<file path="src/rtl/rbk_pkg.sv">
// Shared layout and timing decode for the ROM bank controller.
// Assumes a 10-bit window pointer scaled by 64 KB, giving a 26-bit byte address.
package rbk_pkg;
    localparam int PTR_W      = 10;
    localparam int UNIT_SHIFT = 16;
    localparam int ADDR_W     = PTR_W + UNIT_SHIFT;
    localparam int LAT_W      = 3;
    localparam logic [31:0] CFG_RESET = 32'h0000_0060;

    typedef struct packed {
        logic [1:0]       spare;
        logic [PTR_W-1:0] end_ptr;
        logic [PTR_W-1:0] start_ptr;
        logic [2:0]       pad;
        logic [2:0]       rand_code;
        logic [1:0]       page_code;
        logic [1:0]       page_size;
    } bank_cfg_t;

    function automatic logic bank_on(input logic [2:0] code);
        return (code != 3'd0) && (code != 3'd7);
    endfunction

    function automatic logic [LAT_W-1:0] rand_cycles(input logic [2:0] code);
        return code + 3'd1;
    endfunction

    function automatic logic [LAT_W-1:0] page_cycles(input logic [1:0] code);
        return (code == 2'd0) ? 3'd5 : ({1'b0, code} + 3'd1);
    endfunction
endpackage

</file>
<file path="src/rtl/rbk_cfg_reg.sv">
// Holds the bank setup word. Assumes whole-word writes only.
module rbk_cfg_reg
    import rbk_pkg::*;
(
    input  logic      clk,
    input  logic      rst_n,
    input  logic      we,
    input  logic [31:0] wdata,
    output bank_cfg_t cfg
);
    // Load the new word on write, the fixed value on reset.
    always_ff @(posedge clk) begin
        if (!rst_n)  cfg <= bank_cfg_t'(CFG_RESET);
        else if (we) cfg <= bank_cfg_t'(wdata);
    end
endmodule

</file>
<file path="src/rtl/rbk_window.sv">
// Decides whether a byte address lies in the bank window.
// Assumes an empty window whenever end is not above start.
module rbk_window
    import rbk_pkg::*;
(
    input  bank_cfg_t         cfg,
    input  logic [ADDR_W-1:0] addr,
    output logic              hit
);
    logic [ADDR_W-1:0] lo_addr;
    logic [ADDR_W-1:0] hi_addr;

    // Scale the pointers to byte addresses and compare.
    always_comb begin
        lo_addr = {cfg.start_ptr, {UNIT_SHIFT{1'b0}}};
        hi_addr = {cfg.end_ptr, {UNIT_SHIFT{1'b0}}};
        hit     = (addr >= lo_addr) && (addr < hi_addr);
    end
endmodule

</file>
<file path="src/rtl/rbk_page_track.sv">
// Remembers the address of the last launched access and reports whether
// a new address shares its aligned page. Assumes the caller clears it on
// every setup write, so the page size cannot change under a valid entry.
module rbk_page_track
    import rbk_pkg::*;
#(
    parameter int DATA_W = 32
) (
    input  logic              clk,
    input  logic              rst_n,
    input  logic              clear,
    input  logic              launch,
    input  logic [1:0]        page_size,
    input  logic [ADDR_W-1:0] addr,
    output logic              same_page
);
    localparam int OFS_W = $clog2(DATA_W / 8);

    logic              held;
    logic [ADDR_W-1:0] last_addr;
    logic [4:0]        blk_shift;

    // Compare the address bits above the page offset.
    always_comb begin
        blk_shift = 5'(OFS_W) + 5'd1 + {3'b000, page_size};
        same_page = held && (page_size != 2'd0)
                 && (((addr ^ last_addr) >> blk_shift) == '0);
    end

    // Record each launch; a setup write forgets the page.
    always_ff @(posedge clk) begin
        if (!rst_n) begin
            held      <= 1'b0;
            last_addr <= '0;
        end else if (clear) begin
            held      <= 1'b0;
        end else if (launch) begin
            held      <= 1'b1;
            last_addr <= addr;
        end
    end

    AST_CLEAR_FORGETS: assert property (@(posedge clk) disable iff (!rst_n)
        clear |=> !same_page);
endmodule

</file>
<file path="src/rtl/rbk_seq.sv">
// Access sequencer: holds the bank selected for a loaded number of cycles
// and raises ready in the last one. Assumes lat is at least 2.
module rbk_seq
    import rbk_pkg::*;
(
    input  logic              clk,
    input  logic              rst_n,
    input  logic              launch,
    input  logic [LAT_W-1:0]  lat,
    input  logic [ADDR_W-1:0] addr,
    output logic              busy,
    output logic              ready,
    output logic [ADDR_W-1:0] addr_q
);
    logic [LAT_W-1:0] left;

    // Ready marks the final cycle of an access.
    always_comb ready = busy && (left == '0);

    // Count the access down and latch its address at launch.
    always_ff @(posedge clk) begin
        if (!rst_n) begin
            busy   <= 1'b0;
            left   <= '0;
            addr_q <= '0;
        end else if (busy) begin
            if (left == '0) busy <= 1'b0;
            else            left <= left - 1'b1;
        end else if (launch) begin
            busy   <= 1'b1;
            left   <= lat - 1'b1;
            addr_q <= addr;
        end
    end

    AST_READY_SINGLE: assert property (@(posedge clk) disable iff (!rst_n)
        ready |=> !ready);
    AST_GAP_AFTER_READY: assert property (@(posedge clk) disable iff (!rst_n)
        ready |=> !busy);
    AST_ADDR_HELD: assert property (@(posedge clk) disable iff (!rst_n)
        (busy && !ready) |=> $stable(addr_q));
endmodule

</file>
<file path="src/rtl/rom_bank_ctrl.sv">
// Single ROM/SRAM bank timing controller. Decodes the window, picks random
// or page timing, and sequences chip select, output enable and ready.
// Assumes the requester holds req_valid and req_addr until req_ready.
module rom_bank_ctrl
    import rbk_pkg::*;
#(
    parameter int DATA_W = 32
) (
    input  logic              clk,
    input  logic              rst_n,
    input  logic              cfg_we,
    input  logic [31:0]       cfg_wdata,
    output logic [31:0]       cfg_q,
    input  logic              req_valid,
    input  logic [ADDR_W-1:0] req_addr,
    output logic              req_ready,
    output logic [DATA_W-1:0] rd_data,
    output logic              mem_cs_n,
    output logic              mem_oe_n,
    output logic [ADDR_W-1:0] mem_addr,
    input  logic [DATA_W-1:0] mem_data
);
    bank_cfg_t        cfg;
    logic             hit;
    logic             same_page;
    logic             busy;
    logic             ready;
    logic             launch;
    logic [LAT_W-1:0] lat;

    rbk_cfg_reg u_cfg (
        .clk(clk), .rst_n(rst_n), .we(cfg_we), .wdata(cfg_wdata), .cfg(cfg)
    );

    rbk_window u_win (.cfg(cfg), .addr(req_addr), .hit(hit));

    rbk_page_track #(.DATA_W(DATA_W)) u_page (
        .clk(clk), .rst_n(rst_n), .clear(cfg_we), .launch(launch),
        .page_size(cfg.page_size), .addr(req_addr), .same_page(same_page)
    );

    // Start only from idle, on an enabled bank, inside the window.
    always_comb begin
        launch = !busy && req_valid && hit && bank_on(cfg.rand_code);
        lat    = same_page ? page_cycles(cfg.page_code) : rand_cycles(cfg.rand_code);
    end

    rbk_seq u_seq (
        .clk(clk), .rst_n(rst_n), .launch(launch), .lat(lat), .addr(req_addr),
        .busy(busy), .ready(ready), .addr_q(mem_addr)
    );

    // Drive the bank strobes and the requester side.
    always_comb begin
        cfg_q     = cfg;
        mem_cs_n  = !busy;
        mem_oe_n  = !busy;
        req_ready = ready;
        rd_data   = mem_data;
    end

    AST_OFF_STAYS_IDLE: assert property (@(posedge clk) disable iff (!rst_n)
        (!busy && !bank_on(cfg.rand_code)) |=> mem_cs_n);
    AST_MISS_STAYS_IDLE: assert property (@(posedge clk) disable iff (!rst_n)
        (!busy && !hit) |=> mem_cs_n);
    AST_READY_SELECTED: assert property (@(posedge clk) disable iff (!rst_n)
        req_ready |-> (!mem_cs_n && !mem_oe_n));
endmodule

</file>
<file path="config.mk">
export PLATFORM = sky130hd
export DESIGN_NAME = rom_bank_ctrl
export DESIGN_NICKNAME = d
export VERILOG_FILES = /design/src/rtl/rbk_pkg.sv /design/src/rtl/rbk_cfg_reg.sv /design/src/rtl/rbk_window.sv /design/src/rtl/rbk_page_track.sv /design/src/rtl/rbk_seq.sv /design/src/rtl/rom_bank_ctrl.sv
export SDC_FILE = /design/constraint.sdc
export NUM_CORES = 1
export LEC_CHECK = 0
export ABC_AREA = 1
export BUFFER_PORTS_ARGS = -buffer_cell sky130_fd_sc_hd__buf_4
export CAP_MARGIN = 5
export CELL_PAD_IN_SITES_DETAIL_PLACEMENT = 1
export CELL_PAD_IN_SITES_GLOBAL_PLACEMENT = 1
export CORE_UTILIZATION = 33
export CTS_CLUSTER_DIAMETER = 60
export CTS_CLUSTER_SIZE = 8
export DETAILED_ROUTE_END_ITERATION = 8
export PLACE_DENSITY = 0.76
export SYNTH_ARGS = -nofsm -noshare
export SYNTH_HDL_FRONTEND = slang
export SYNTH_SLANG_ARGS = --single-unit
</file>
<file path="constraint.sdc">
create_clock -name clk -period 2.57 [get_ports clk]
set_input_delay 0.3855 -clock clk [delete_from_list [all_inputs] [get_ports clk]]
set_output_delay 0.3855 -clock clk [all_outputs]
set_load 0.03 [all_outputs]
</file>
==> impl_metrics.tcl, run 1 <==
set metrics [dict create \
    finalSetupTns_ns 0 \
    slew_headroom_pct 43.4 \
    synth_nets 765 \
    die_y_um 120 \
    grtUsageTotal_pct 20.4 \
    yosysTopAreaCell "dfxtp_1" \
    min_period_ns 2.30 \
    synth-edff-count 0 \
    num_vias 4426 \
    setup_slack_ns 0.270 \
    cts-root-buf "clkbuf_16" \
    hp-class "primary input to flip-flop" \
    critical_path_class "flip-flop to flip-flop" \
    drcViolationCount 0 \
    firstDrtPassIters 4 \
    finalMaxSlewViolations 0 \
    status "finished clean" \
    wl_met3_um 602 \
    crit_path_start_kind "flip-flop" \
    grt_setup_unrepaired "no" \
    highest_layer "met4" \
    dieWidth_um 120 \
    ys_top_cells_by_area "dfxtp_1 37%, nand2_1 11%, a21oi_1 7.2%, inv_1 6.4%, ha_1 6.2%" \
    drive_gt1_share_pct 22.8 \
    internal_power_mw 2.48 \
    wl_met2_um 7190 \
    routed_wl_um 14300 \
    grt_max_degree 55 \
    initial_core_util_pct 34.3 \
    die_area_um2 14500 \
    hpwl_um 10800 \
    ys_async_sr_fraction_pct 0 \
    coreArea_um2 13500 \
    crit_path_end_kind "flip-flop" \
    antenna_found_initial 0 \
    port_buffers 122 \
    via_per_inst 4.86 \
    drt-initial-drc-count 146 \
    clk_latency_ns 0.35 \
    antenna_cells 0 \
    antenna_left 0 \
    gp_congestion 0.823 \
    htreeDepth 3 \
    p_clk_share_pct 36.8 \
    clockBufferDepth 2 \
    synth_most_common_cell "nand2_1" \
    synth_ff_type "dfxtp_1" \
    clk_pin_slew_ns 0.06 \
    synth.top_cell.area_share_pct 37.3 \
    syn-cell-area_um2 4610 \
    pre_cts_ws_ns 0.131 \
    cp.arrival_ns 2.50 \
    p_sw_mw 1.08 \
    fillers 1724 \
    clock_skew_ns 0.00464 \
    row_count 42 \
    clock-sinks 86 \
    hold_viol_final 0 \
    ys_types 38 \
    wl_met1_um 6110 \
    max_freq_mhz 435 \
    setup_viol 0 \
    power_leakage_nw 2.60 \
    cap_violations 0 \
    ys_top_cells_by_count "140 x nand2_1, 86 x dfxtp_1, 79 x inv_1, 66 x a21oi_1, 62 x nor2_1" \
    power.density_nw_per_um2 625 \
    seqPwrFrac_pct 41.3 \
    cp.required_ns 2.77 \
    grt_pass1_vias 4651 \
    yosys_warnings 0 \
    syn_avg_cell_area_um2 7.12 \
    area_growth_pct 23.7 \
    overflow 0 \
    p_sw_share_pct 30.4 \
    fin_nets 847 \
    routedWlPerCell_um 15.7 \
    pwr-share-comb_pct 21.8 \
    finalCritPeriodShare_pct 89.5 \
    hold_buffers 0 \
    syn_inst 648 \
    worst_pin_slew_ns 0.848 \
    grt_pass1_wl_um 22800 \
    ys_seq_area_share_pct 37.3 \
    post_cts_buffers 0 \
    cts_tree "done" \
    peakVddDrop_uv 320 \
    cp_max_fo 28 \
    cts-buffers-inserted 9 \
    yosys_register_bits 86 \
    io_pins 187 \
]
-- cell usage in the layout (no fill, tap or decap), types with 6 or more instances in the layout --
cell type / count
o21ai_0: 50
dfxtp_1: 85
o21ai_2: 6
nand3_1: 34
nand4_1: 6
inv_1: 79
o21ai_1: 6
nor2_1: 62
a21oi_1: 66
ha_1: 23
nand2_1: 140
buf_4: 129
clkbuf_16: 9
-- cells by family (layout without fill, tap and decap cells) --
kind of cell / count (synthesis) / in the layout / share of synthesized area, %
and+or+nand+nor: 254 / 254 / 23.4
xor gates and xnor gates: 3 / 3 / 0.570
AOI/OAI and AO/OA: 138 / 138 / 16.2
adders and majority gates: 23 / 23 / 6.24
muxes: 1 / 1 / 0.488
buffers and inverters: 143 / 229 / 15.8
DFF: 86 / 86 / 37.3
-- area by class of cell --
class	instances	area [um^2]	share of cell area, %
Timing Repair Buffer	131	1000	17.5
Multi-Input combinational cell	419	2160	37.9
Clock buffer	11	243	4.25
Clock inverter	4	47.5	0.833
Inverter	83	312	5.46
Sequential cell	86	1730	30.2
Tap cell	176	220	3.86
-- worst max-delay path, stage by stage (launching register included) --
cell and delay (ns):
dfxtp_1 0.34, inv_1 0.09, ha_1 0.31, a21oi_1 0.14, nor2_1 0.06, a211oi_2 0.18
o21ai_0 0.14, nor2_2 0.18, nand4_4 0.15, nor2_8 0.13, buf_12 0.18, nand2_1 0.08
o21ai_0 0.08, nor2_1 0.06
-- power by group through the flow --
| stage | Combinational, mW | Sequential, mW | Clock (mW) |
|---|---|---|---|
| 2_1_floorplan | 0.468 | 1.60 | 0 |
| 3_3_place_gp | 0.755 | 1.50 | 0 |
| 3_5_place_dp | 0.782 | 1.50 | 0 |
| 4_1_cts | 0.787 | 1.48 | 1.35 |
| 5_1_grt | 0.858 | 1.48 | 1.39 |
| 6_report | 0.779 | 1.48 | 1.31 |
-- sequential cells by signal, summed over array words and instances (netlist names) --
register          count
u_page.last_addr     23
u_seq.busy            1
u_page.held           1
u_seq.addr_q         26
u_cfg.cfg            32
u_seq.left            3
-- timing repair --
| item | CTS | global route |
|---|---|---|
| setup endpoints to repair | 0 | 2 |
| resized for setup | 0 | 3 |
| endpoints found under the hold margin | 0 | 0 |
-- metrics by stage --
step | area, um^2 | util [%] | instances | power [mW] | hold WS, ns
detailed placement | 5410 | 40.2 | 895 | 2.29 | 0.456
CTS | 5700 | 42.4 | 910 | 3.61 | 0.245
finish | 5710 | 42.4 | 910 | 3.57 | 0.257
global placement | 5410 | 40.2 | 895 | 2.25 | 0.448
floorplan | 4610 | - | 648 | 2.07 | 0.435
global route | 5710 | 42.4 | 910 | 3.74 | 0.265
-- worst paths after layout --
kind	start	end	slack (ns)	cells after the start
worst min-delay path	cfg_wdata[31]	u_cfg.cfg[31]$_SDFFE_PN0P_	0.26	3
worst min register to register	u_seq.addr_q[13]$_SDFFE_PN0P_	u_seq.addr_q[13]$_SDFFE_PN0P_	0.46	2
worst max-delay path	u_cfg.cfg[27]$_SDFFE_PN0P_	u_page.last_addr[14]$_SDFFE_PN0P_	0.27	13
worst max register to register	u_cfg.cfg[27]$_SDFFE_PN0P_	u_page.last_addr[14]$_SDFFE_PN0P_	0.27	13
-- routing by layer --
metal  vias up  global-route usage (%)
met4         0                    9.95
met3        29                    3.77
met2        96                    36.6
li1       2199                       -
met5         -                       0
met1      2102                    23.2
(Power assumes the default switching activity.)
==> inputs of run 2 (changes only) <==
ABC_AREA = unset   (was 1)
CORE_UTILIZATION = 35   (was 33)
PLACE_DENSITY = 0.78   (was 0.76)
==> impl_metrics.tcl, run 2 <==
set metrics [dict create \
    routedWlPerCell_um 19.1 \
    overflow 0 \
    synthSimpleGateAreaFrac_pct 17.2 \
    worst_pin_slew_ns 0.700 \
    slew_headroom_pct 53.1 \
    r2r_start "u_page.last_addr[21]$_SDFFE_PN0P_" \
    synth_ff_type "dfxtp_1" \
    multi_input_area_um2 2550 \
    largest_reg_flops 32 \
    power.density_nw_per_um2 576 \
    cts_tree "done" \
    clk_latency_ns 0.35 \
    layout_commonest_cell "buf_4" \
    hp-class "primary input to flip-flop" \
    drt-initial-drc-count 234 \
    antenna_found_initial 0 \
    synth-edff-count 0 \
    die_area_um2 13300 \
    num_vias 4294 \
    finalCritPeriodShare_pct 105 \
    fillers 1460 \
    crit_path_start_kind "flip-flop" \
    finalSetupTns_ns -0.123 \
    ys_top_cells_by_area "dfxtp_1 38%, mux2i_1 12%, ha_1 6.4%, buf_4 5.5%, xnor2_1 4.5%" \
    min_period_ns 2.69 \
    power_leakage_nw 2.68 \
    antenna_left 0 \
    grt_pass1_vias 4418 \
    area_growth_pct 39.2 \
    status "finished, violations left" \
    finalHoldWorstSlack_ns 0.273 \
    die_y_um 115 \
    yosys_warnings 0 \
    setup_slack_ns -0.123 \
    htreeDepth 3 \
    clock_skew_ns 0.00850 \
    cts-buffers-inserted 9 \
    hpwl_um 10700 \
    syn-cell-area_um2 4490 \
    syn_avg_cell_area_um2 8.65 \
    synth_nets 636 \
    violations "setup timing" \
    layout_common_cells "166 x buf_4, 81 x dfxtp_1, 55 x mux2i_1" \
    synth_most_common_cell "dfxtp_1" \
    firstDrtPassIters 5 \
    setup_viol 1 \
    synth_top_family_by_area "simple AND/OR/NAND/NOR gates" \
    ys_async_sr_fraction_pct 0 \
    grt_max_degree 48 \
    clockBufferDepth 2 \
    crit_path_end_kind "flip-flop" \
    finalMaxSlewViolations 0 \
    synth_fa_ha_area_share_pct 6.41 \
    syn_inst 519 \
    cp.arrival_ns 2.95 \
    largestRegisters "u_cfg.cfg: 32 flops, u_seq.addr_q: 26 flops, u_page.last_addr: 22 flops" \
    antenna_cells 0 \
    ys_types 45 \
    crit_end "u_seq.left[2]$_SDFFE_PN0P_" \
    ys_seq_area_share_pct 37.9 \
    reg2reg_depth 11 \
    gp_congestion 0.844 \
    ys_top_cells_by_count "85 x dfxtp_1, 56 x mux2i_1, 50 x nand2_1, 38 x nor2_1, 34 x a21oi_1" \
    coreArea_um2 12600 \
    critical_path_class "flip-flop to flip-flop" \
    initial_core_util_pct 35.7 \
    routed_wl_um 15700 \
    cp.required_ns 2.83 \
    synth_xor_area_share_pct 4.68 \
    stdcell_count 819 \
    drive_gt1_share_pct 35.7 \
    cp-startpoint "u_page.last_addr[21]$_SDFFE_PN0P_" \
    muxShareOfSynthArea_pct 12.7 \
    cp_max_fo 4 \
    dieWidth_um 115 \
    peakVddDrop_uv 285 \
    grtUsageTotal_pct 22.6 \
    synth_compound_area_share_pct 10.5 \
    drcViolationCount 0 \
    fin_nets 759 \
    hold_viol_final 0 \
    seq_area_um2 1710 \
    yosys_register_bits 85 \
    port_buffers 122 \
    grt_pass1_wl_um 22800 \
    grt_setup_unrepaired "yes" \
    cap_violations 0 \
    cts-root-buf "clkbuf_16" \
    top_register "u_cfg.cfg" \
    synth.top_cell.area_share_pct 37.9 \
    dp.cells 794 \
    max_freq_mhz 371 \
    yosysTopAreaCell "dfxtp_1" \
    reg2reg_to "u_seq.left[2]$_SDFFE_PN0P_" \
    via_per_inst 5.24 \
    io_pins 187 \
    rrSetupSlack_ns -0.12 \
    row_count 41 \
    clock-sinks 85 \
    clk_pin_slew_ns 0.07 \
]
run 2: cell families (layout without fill, tap and decap cells):
kind of cell / Yosys count / count (layout)
fa+ha+maj: 23 / 23
simple gates: 159 / 159
mux: 57 / 57
xor+xnor: 24 / 24
buf+inv: 88 / 216
flops: 85 / 85
compound gates: 83 / 83
run 2: worst min path at each step:
stage | from | depth (start not counted) | to
after global routing | cfg_wdata[6] | 3 | u_cfg.cfg[6]$_SDFFE_PN1P_
after floorplan | u_page.last_addr[25]$_SDFFE_PN0P_ | 2 | u_page.last_addr[25]$_SDFFE_PN0P_
final | cfg_wdata[6] | 3 | u_cfg.cfg[6]$_SDFFE_PN1P_
after global placement | u_page.last_addr[25]$_SDFFE_PN0P_ | 2 | u_page.last_addr[25]$_SDFFE_PN0P_
after CTS | cfg_wdata[22] | 3 | u_cfg.cfg[22]$_SDFFE_PN0P_
after detailed placement | u_page.last_addr[13]$_SDFFE_PN0P_ | 2 | u_page.last_addr[13]$_SDFFE_PN0P_
run 2: layout make-up:
cell class / instances / share of cell area, %
inverter: 27 / 1.62
tap: 172 / 3.44
clock inverter: 5 / 0.961
sequential: 85 / 27.3
timing repair buffer: 173 / 22.1
clock buffer: 11 / 3.88
multi-input combinational: 346 / 40.7
run 2: metrics by stage:
| stage | utilization [%] | instance area (um^2) | setup slack (ns) | power, mW |
|---|---|---|---|---|
| 2_1_floorplan | - | 4490 | 0.134 | 1.95 |
| 6_report | 49.7 | 6250 | -0.123 | 3.60 |
| 3_5_place_dp | 44.6 | 5600 | -0.484 | 2.20 |
| 5_1_grt | 49.7 | 6250 | -0.316 | 3.72 |
| 3_3_place_gp | 44.6 | 5600 | -0.298 | 2.16 |
| 4_1_cts | 48.1 | 6050 | -0.0334 | 3.57 |
run 2: repair_timing:
action	CTS	global route
hold buffers	0	0
pin swaps	6	12
endpoints found under the setup margin	50	24
gates resized for setup	22	18
gates cloned	0	3
setup buffers	1	5
run 2: critical path: stages (launching register included):
cell      delay [ns]
dfxtp_1         0.34
xnor2_2         0.25
nand4_1         0.19
nor4_2          0.41
and2_1          0.23
a311oi_2        0.12
nor2_1          0.16
ha_2            0.25
nand2_1         0.10
nor3_2          0.20
a41oi_1         0.07
a311oi_1        0.28
run 2: routing by layer:
metal / wire, um / vias up / global-route usage, % / share of wire [%]
li1: - / 2000 / - / -
met1: 6400 / 2106 / 26.3 / 41
met5: 0 / - / 0 / 0
met4: 435 / 0 / 10.5 / 2.8
met3: 628 / 37 / 3.32 / 4.0
met2: 8210 / 151 / 40.8 / 52
run 2: where the power goes:
group / leakage (nW) / switching [mW] / internal, mW
Sequential: 0.695 / 0.0558 / 1.38
Clock: 0.146 / 0.579 / 0.783
Combinational: 1.84 / 0.447 / 0.355
